===== src/rtl/wbk_pkg.sv =====
package wbk_pkg;

    localparam int WORD_W = 32;
    localparam int DIM_W  = 16;
    localparam int REG_AW = 5;

    localparam logic [REG_AW-1:0] OFS_PTR   = 5'h00;
    localparam logic [REG_AW-1:0] OFS_PITCH = 5'h04;
    localparam logic [REG_AW-1:0] OFS_DIM   = 5'h08;
    localparam logic [REG_AW-1:0] OFS_CTRL  = 5'h0C;
    localparam logic [REG_AW-1:0] OFS_PROG  = 5'h10;

    localparam int CB_GO    = 0;
    localparam int CB_BUSY  = 1;
    localparam int CB_IEN   = 2;
    localparam int CB_ABORT = 14;
    localparam int CB_ERR   = 15;
    localparam int CB_PWD   = 21;

    localparam logic [7:0] ID_TAG = 8'h54;
    localparam logic [1:0] ID_REV = 2'b01;

    typedef enum logic {ST_IDLE, ST_RUN} run_state_e;

    typedef struct packed {
        logic [WORD_W-1:0] ptr;
        logic [WORD_W-1:0] pitch;
        logic [DIM_W-1:0]  height;
        logic [DIM_W-1:0]  width;
    } frame_cfg_t;

    function automatic logic cfg_ok(input frame_cfg_t c,
                                    input logic [DIM_W-1:0] max_w,
                                    input logic [DIM_W-1:0] max_h);
        return (c.width != '0) && (c.width <= max_w) &&
               (c.height != '0) && (c.height <= max_h) &&
               (c.pitch[3:0] == 4'h0) && (c.ptr[1:0] == 2'b00);
    endfunction

endpackage


===== src/rtl/wbk_regs.sv =====
module wbk_regs
    import wbk_pkg::*;
#(
    parameter int MAX_WIDTH  = 1920,
    parameter int MAX_HEIGHT = 4088
) (
    input  logic              clk,
    input  logic              rst,
    input  logic              bus_we,
    input  logic [REG_AW-1:0] bus_addr,
    input  logic [WORD_W-1:0] bus_wdata,
    output logic [WORD_W-1:0] bus_rdata,
    input  logic              busy,
    input  logic              fin,
    input  logic [DIM_W-1:0]  progress,
    output frame_cfg_t        cfg,
    output logic              start_req,
    output logic              abort_req,
    output logic              irq
);

    localparam logic [DIM_W-1:0] LIM_W = DIM_W'(MAX_WIDTH);
    localparam logic [DIM_W-1:0] LIM_H = DIM_W'(MAX_HEIGHT);

    logic ien_q, pwd_q, err_q, pend_q;
    logic ctrl_wr, go_wr, go_live, cfg_good, irq_clr;

    assign ctrl_wr   = bus_we && (bus_addr == OFS_CTRL);
    assign go_wr     = ctrl_wr && bus_wdata[CB_GO];
    assign go_live   = go_wr && !busy && !bus_wdata[CB_PWD];
    assign cfg_good  = cfg_ok(cfg, LIM_W, LIM_H);
    assign start_req = go_live && cfg_good;
    assign abort_req = ctrl_wr && bus_wdata[CB_ABORT] && busy;
    assign irq_clr   = start_req || (ctrl_wr && !bus_wdata[CB_IEN]);
    assign irq       = pend_q && ien_q;

    always_ff @(posedge clk) begin
        if (rst) begin
            cfg    <= '0;
            ien_q  <= 1'b0;
            pwd_q  <= 1'b0;
            err_q  <= 1'b0;
            pend_q <= 1'b0;
        end else begin
            if (bus_we) begin
                case (bus_addr)
                    OFS_PTR:   cfg.ptr   <= bus_wdata;
                    OFS_PITCH: cfg.pitch <= bus_wdata;
                    OFS_DIM: begin
                        cfg.height <= bus_wdata[31:16];
                        cfg.width  <= bus_wdata[15:0];
                    end
                    default: ;
                endcase
            end
            if (ctrl_wr) begin
                ien_q <= bus_wdata[CB_IEN];
                pwd_q <= bus_wdata[CB_PWD];
            end
            if (go_live) err_q <= !cfg_good;
            if (irq_clr)  pend_q <= 1'b0;
            else if (fin) pend_q <= 1'b1;
        end
    end

    always_comb begin
        bus_rdata = '0;
        case (bus_addr)
            OFS_PTR:   bus_rdata = cfg.ptr;
            OFS_PITCH: bus_rdata = cfg.pitch;
            OFS_DIM:   bus_rdata = {cfg.height, cfg.width};
            OFS_CTRL: begin
                bus_rdata[31:24]  = ID_TAG;
                bus_rdata[23:22]  = ID_REV;
                bus_rdata[CB_PWD] = pwd_q;
                bus_rdata[CB_ERR] = err_q;
                bus_rdata[CB_IEN] = ien_q;
                bus_rdata[CB_BUSY] = busy;
            end
            OFS_PROG:  bus_rdata = {{(WORD_W-DIM_W){1'b0}}, progress};
            default:   bus_rdata = '0;
        endcase
    end


    bad_cfg_refused_chk: assert property (@(posedge clk) disable iff (rst)
        (go_live && !cfg_good) |=> !busy);


    pwd_blocks_go_chk: assert property (@(posedge clk) disable iff (rst)
        (go_wr && bus_wdata[CB_PWD] && !busy) |=> !busy);


    irq_only_idle_chk: assert property (@(posedge clk) disable iff (rst)
        $rose(irq) |-> !busy);


    irq_drop_chk: assert property (@(posedge clk) disable iff (rst)
        (ctrl_wr && !bus_wdata[CB_IEN]) |=> !irq);

endmodule


===== src/rtl/wbk_seq.sv =====
module wbk_seq
    import wbk_pkg::*;
#(
    parameter int MAX_WIDTH    = 1920,
    parameter int PIX_PER_BEAT = 4,
    parameter int BEAT_BYTES   = 16
) (
    input  logic              clk,
    input  logic              rst,
    input  frame_cfg_t        cfg,
    input  logic              start_req,
    input  logic              abort_req,
    input  logic              mem_ack,
    output logic              mem_req,
    output logic [WORD_W-1:0] mem_addr,
    output logic              busy,
    output logic              fin,
    output logic [DIM_W-1:0]  progress
);

    localparam int MAX_BEATS = (MAX_WIDTH + PIX_PER_BEAT - 1) / PIX_PER_BEAT;
    localparam int BEAT_W    = $clog2(MAX_BEATS + 1);
    localparam logic [WORD_W-1:0] BEAT_STEP = WORD_W'(BEAT_BYTES);

    run_state_e        state;
    logic [DIM_W-1:0]  height_q;
    logic [BEAT_W-1:0] beats_q, beat_cnt, beats_new;
    logic [WORD_W-1:0] pitch_q, line_base, beat_addr;
    logic              last_beat, last_line, run;

    assign beats_new = BEAT_W'((32'(cfg.width) + PIX_PER_BEAT - 1) / PIX_PER_BEAT);
    assign run       = (state == ST_RUN);
    assign last_beat = (beat_cnt == beats_q - 1'b1);
    assign last_line = (progress == height_q - 1'b1);
    assign fin       = run && (abort_req || (mem_ack && last_beat && last_line));
    assign mem_req   = run;
    assign busy      = run;
    assign mem_addr  = beat_addr;

    always_ff @(posedge clk) begin
        if (rst) begin
            state     <= ST_IDLE;
            height_q  <= '0;
            beats_q   <= '0;
            beat_cnt  <= '0;
            pitch_q   <= '0;
            line_base <= '0;
            beat_addr <= '0;
            progress  <= '0;
        end else if (!run) begin
            if (start_req) begin
                state     <= ST_RUN;
                height_q  <= cfg.height;
                beats_q   <= beats_new;
                pitch_q   <= cfg.pitch;
                line_base <= cfg.ptr;
                beat_addr <= cfg.ptr;
                beat_cnt  <= '0;
                progress  <= '0;
            end
        end else if (abort_req) begin
            state <= ST_IDLE;
        end else if (mem_ack) begin
            if (last_beat) begin
                progress  <= progress + 1'b1;
                beat_cnt  <= '0;
                line_base <= line_base + pitch_q;
                beat_addr <= line_base + pitch_q;
                if (last_line) state <= ST_IDLE;
            end else begin
                beat_cnt  <= beat_cnt + 1'b1;
                beat_addr <= beat_addr + BEAT_STEP;
            end
        end
    end


    hold_addr_chk: assert property (@(posedge clk) disable iff (rst)
        (mem_req && !mem_ack && !abort_req) |=> (mem_req && $stable(mem_addr)));


    abort_stops_chk: assert property (@(posedge clk) disable iff (rst)
        (abort_req && mem_req) |=> (!mem_req && !busy && $stable(progress)));


    prog_bound_chk: assert property (@(posedge clk) disable iff (rst)
        busy |-> (progress < height_q));


    prog_step_chk: assert property (@(posedge clk) disable iff (rst)
        busy |=> ((progress == $past(progress)) || (progress == $past(progress) + 1'b1)));

endmodule


===== src/rtl/wbk_frame_ctrl.sv =====
module wbk_frame_ctrl
    import wbk_pkg::*;
#(
    parameter int MAX_WIDTH    = 1920,
    parameter int MAX_HEIGHT   = 4088,
    parameter int PIX_PER_BEAT = 4,
    parameter int BEAT_BYTES   = 16
) (
    input  logic              clk,
    input  logic              rst,
    input  logic              bus_we,
    input  logic [REG_AW-1:0] bus_addr,
    input  logic [WORD_W-1:0] bus_wdata,
    output logic [WORD_W-1:0] bus_rdata,
    output logic              mem_req,
    output logic [WORD_W-1:0] mem_addr,
    input  logic              mem_ack,
    output logic              irq
);

    frame_cfg_t       cfg;
    logic             start_req, abort_req, busy, fin;
    logic [DIM_W-1:0] progress;

    wbk_regs #(
        .MAX_WIDTH (MAX_WIDTH),
        .MAX_HEIGHT(MAX_HEIGHT)
    ) u_regs (
        .clk      (clk),
        .rst      (rst),
        .bus_we   (bus_we),
        .bus_addr (bus_addr),
        .bus_wdata(bus_wdata),
        .bus_rdata(bus_rdata),
        .busy     (busy),
        .fin      (fin),
        .progress (progress),
        .cfg      (cfg),
        .start_req(start_req),
        .abort_req(abort_req),
        .irq      (irq)
    );

    wbk_seq #(
        .MAX_WIDTH   (MAX_WIDTH),
        .PIX_PER_BEAT(PIX_PER_BEAT),
        .BEAT_BYTES  (BEAT_BYTES)
    ) u_seq (
        .clk      (clk),
        .rst      (rst),
        .cfg      (cfg),
        .start_req(start_req),
        .abort_req(abort_req),
        .mem_ack  (mem_ack),
        .mem_req  (mem_req),
        .mem_addr (mem_addr),
        .busy     (busy),
        .fin      (fin),
        .progress (progress)
    );

endmodule


===== config.mk =====
export PLATFORM = sky130hd
export DESIGN_NAME = wbk_frame_ctrl
export DESIGN_NICKNAME = d
export VERILOG_FILES = /design/src/rtl/wbk_pkg.sv /design/src/rtl/wbk_regs.sv /design/src/rtl/wbk_seq.sv /design/src/rtl/wbk_frame_ctrl.sv
export SDC_FILE = /design/constraint.sdc
export NUM_CORES = 1
export LEC_CHECK = 0
export BUFFER_PORTS_ARGS = -buffer_cell sky130_fd_sc_hd__clkbuf_2
export CORE_AREA = 5 5 220 222
export CTS_BUF_LIST = sky130_fd_sc_hd__clkbuf_2
export CTS_CLUSTER_SIZE = 24
export DETAILED_ROUTE_END_ITERATION = 12
export DIE_AREA = 0 0 225 227
export PLACE_DENSITY = 0.48
export SYNTH_ARGS = -nofsm -noshare
export SYNTH_HDL_FRONTEND = slang
export SYNTH_SLANG_ARGS = --single-unit

===== constraint.sdc =====
create_clock -name clk -period 5.11 [get_ports clk]
set_clock_uncertainty 0.15 [all_clocks]
set_input_delay 0.511 -clock clk [delete_from_list [all_inputs] [get_ports clk]]
set_output_delay 0.511 -clock clk [all_outputs]
set_load 0.02 [all_outputs]

==> out/qor.yml <==
synth.yosys.seq_area_share: 0.362
clock_sinks: 247
power_density_nw_per_um2: 236
routed_via_density: 5.35
maxCapViolCount: 0
clk_path_buf_depth: 3
relSlewSlack: 0.199
placementRows: 79
syn2layout_area_growth_pct: 16.2
required_ns: 4.45
fin_cells: 2511
rsz0062_at_grt: "false"
synth-warning-count: 0
ys_seq_elements: 247
switching_power_uw: 1010
async_flop_share: 0
hold_class: "primary input to flop"
grt_antenna_before_repair: 1
status: "complete, no violations"
ff2ff_setup_slack_ns: 1.33
comb_power_share: 0.040
synth_compound_area_frac: 0.203
die_h_um: 227
syn_area_um2: 13700
die_area_um2: 51100
layout_setup_ws_ns: 0.920
cp-end-kind: "output pin"
cp_data_arrival_time_ns: 3.53
p_int_uw: 2730
gr-total-overflow: 0
period_needed_ns: 4.19
synth_top_cell_area_share: 0.362
layout.nets: 1944
post_cts_resized: 0
numPortBuffers: 106
drv_slew: 0
crit_buf_inv: 5
setup_viol: 0
synth_area_leaders: "dfxtp_1 (36%), nand2_1 (8.4%), a21oi_1 (6.5%), mux2i_1 (5.1%), nor2_1 (4.8%)"
tightest_slew_ns: 1.20
post-cts-setup-buffers: 0
timing.fmax_mhz: 239
wl_per_cell_um: 20.8
critical_path.max_stage_delay_ns: 0.87
synth_enable_flop_cells: 0
die_width_um: 225
yosysTopAreaCell: "dfxtp_1"
hold_slack_ns: 0.128
clk_latency_ns: 1.03
dpl_worst_slack_ns: 1.11
fin_crit_sh: 0.820
slowest_stage: "and2_0"
core-area_um2: 46200
drc: 0
fin_area_um2: 15900
layout-drive-gt1-share: 0.145
critPathTopFamily: "buffers and inverters"
dr.first_iter.drc_count: 907
h-tree-depth: 3
synth_nets: 1812
synth-adder-area-share: 0.0345
clk_pin_slew_worst_paths_ns: 0.08
cp-start-kind: "primary input"
p_leak_uw: 0.00626
setup_tns_ns: 0
drt.antenna.violating_nets: 0
yosys_most_used_dff: "dfxtp_1"
placed_area_um2: 14700
cts-root-buf: "clkbuf_2"
cp_cell_sequence: "dlygate4sd3_1 -> clkbuf_2 -> nor3_1 -> dlygate4sd3_1 -> buf_4 -> and2_0 -> a221o_1 -> clkbuf_2"
yosys.area_share.simple: 0.238
io_pins: 107
grt_pass1_vias: 13000
routed_wirelength_um: 52300
hpwl_um: 38000
switching_share: 0.269
path_max_fanout: 14
clockPowerShare: 0.442
synthXorXnorAreaFrac: 0.0629
synth_cell_types: 77
irDropWorstVdd_uv: 140
place_congestion: 0.874
grtUsageTotal: 0.201
fill_cells: 4894
grt_pass1_wl_um: 80200
synth.area.mux_share: 0.0588
synth_top_family_by_area: "simple AND/OR/NAND/NOR gates"
netlist_top_cells_count: "nand2_1 (304), dfxtp_1 (247), a21oi_1 (177), nor2_1 (174), clkbuf_1 (100)"
critPathKind: "primary input to output pin"
drtPass1Iterations: 5
syn_area_per_cell_um2: 7.87
grt_max_degree: 88
cts_tree: "done"
hold_violations: 0
p_seq_frac: 0.518
numCtsBuffers: 71
yosysMostFrequentCell: "nand2_1"
vias: 13400
start_util: 0.296
place_inst: 2352
syn_inst: 1734
-- sequential cells by signal, summed over array words and instances (netlist names), 9 cells and up --
name	flops
u_seq.progress	16
u_regs.cfg	96
u_seq.pitch_q	32
u_seq.beats_q	9
u_seq.height_q	16
u_seq.beat_cnt	9
u_seq.line_base	32
u_seq.mem_addr	32
-- cells by family (layout without fill, tap and decap cells) --
kind of cell	after synthesis	in the layout
simple gates	711	711
compound gates	422	422
flops	247	247
buf+inv	141	310
xor+xnor	98	98
mux	78	78
fa+ha+maj	37	37
other cells	0	1
-- path summary, 6_finish.rpt --
check / from / endpoint / cells past startpoint
worst max-delay path: bus_addr[4] / bus_rdata[13] / 8
worst max register to register: u_seq.beats_q[0] / u_seq.mem_addr[21] / 10
worst min register to register: u_seq.line_base[13] / u_seq.line_base[13] / 2
worst min-delay path: mem_ack / u_seq.mem_addr[15] / 5
-- worst reg2reg max path: cells and delay by family, from the launching register on --
family | cells | cell delay (ns)
DFF | 1 | 0.38
buffers and inverters | 1 | 0.08
AOI/OAI and AO/OA | 6 | 1.72
and+or+nand+nor | 2 | 1.09
adders and majority gates | 1 | 0.26
-- power by group through the flow --
stage	clock, uW	combinational (uW)	sequential [uW]
final	1650	151	1940
after global routing	1800	161	1940
after CTS	1700	149	1940
after detailed placement	0	125	1980
after global placement	0	125	1980
after floorplan	0	64.7	1980
-- per-stage QoR --
step                 util  total power (uW)
CTS                 0.344              3790
global route        0.344              3900
global placement    0.319              2110
finish              0.344              3740
floorplan               -              2040
detailed placement  0.319              2110
-- cells in the final DEF, fill, tap and decap left out, types with 8 or more instances in the layout --
| master | instances |
|---|---|
| a211oi_1 | 29 |
| a21o_1 | 12 |
| a21oi_1 | 176 |
| a221o_1 | 14 |
| a22o_1 | 13 |
| a311oi_1 | 11 |
| a31oi_1 | 25 |
| and2_1 | 12 |
| and3_1 | 20 |
| buf_4 | 26 |
| clkbuf_2 | 201 |
| clkinv_1 | 8 |
| dfxtp_1 | 246 |
| dlygate4sd3_1 | 48 |
| ha_1 | 36 |
| inv_1 | 19 |
| mux2_2 | 8 |
| mux2i_1 | 69 |
| nand2_1 | 303 |
| nand3_1 | 28 |
| nand4_1 | 32 |
| nor2_1 | 174 |
| nor2b_1 | 21 |
| nor3_1 | 39 |
| nor4_1 | 19 |
| o211ai_1 | 16 |
| o21a_1 | 15 |
| o21ai_0 | 40 |
| or3_1 | 10 |
| xnor2_1 | 64 |
| xor2_1 | 34 |
-- per-layer routing --
layer,track usage,part of all wire
met2,0.315,0.44
met5,0,0
met3,0.0397,0.065
met4,0.0691,0.026
met1,0.279,0.47
-- final cells by class --
| type | count | area (um2) | area share |
|---|---|---|---|
| diodes | 1 | 2.50 | 0.000158 |
| clock buffers | 96 | 480 | 0.0303 |
| clock inverters | 14 | 194 | 0.0122 |
| inverters | 20 | 75.1 | 0.00473 |
| multi-input cells | 1346 | 8200 | 0.517 |
| flip-flops and latches | 247 | 4950 | 0.312 |
| well taps | 607 | 759 | 0.0479 |
| repair buffers | 180 | 1210 | 0.0764 |
-- what timing repair did --
action | in CTS | in global routing
hold buffers | 48 | 0
setup endpoints to repair | 0 | 0
hold endpoints to repair | 142 | 0
Power figures use the tool's default switching activity.
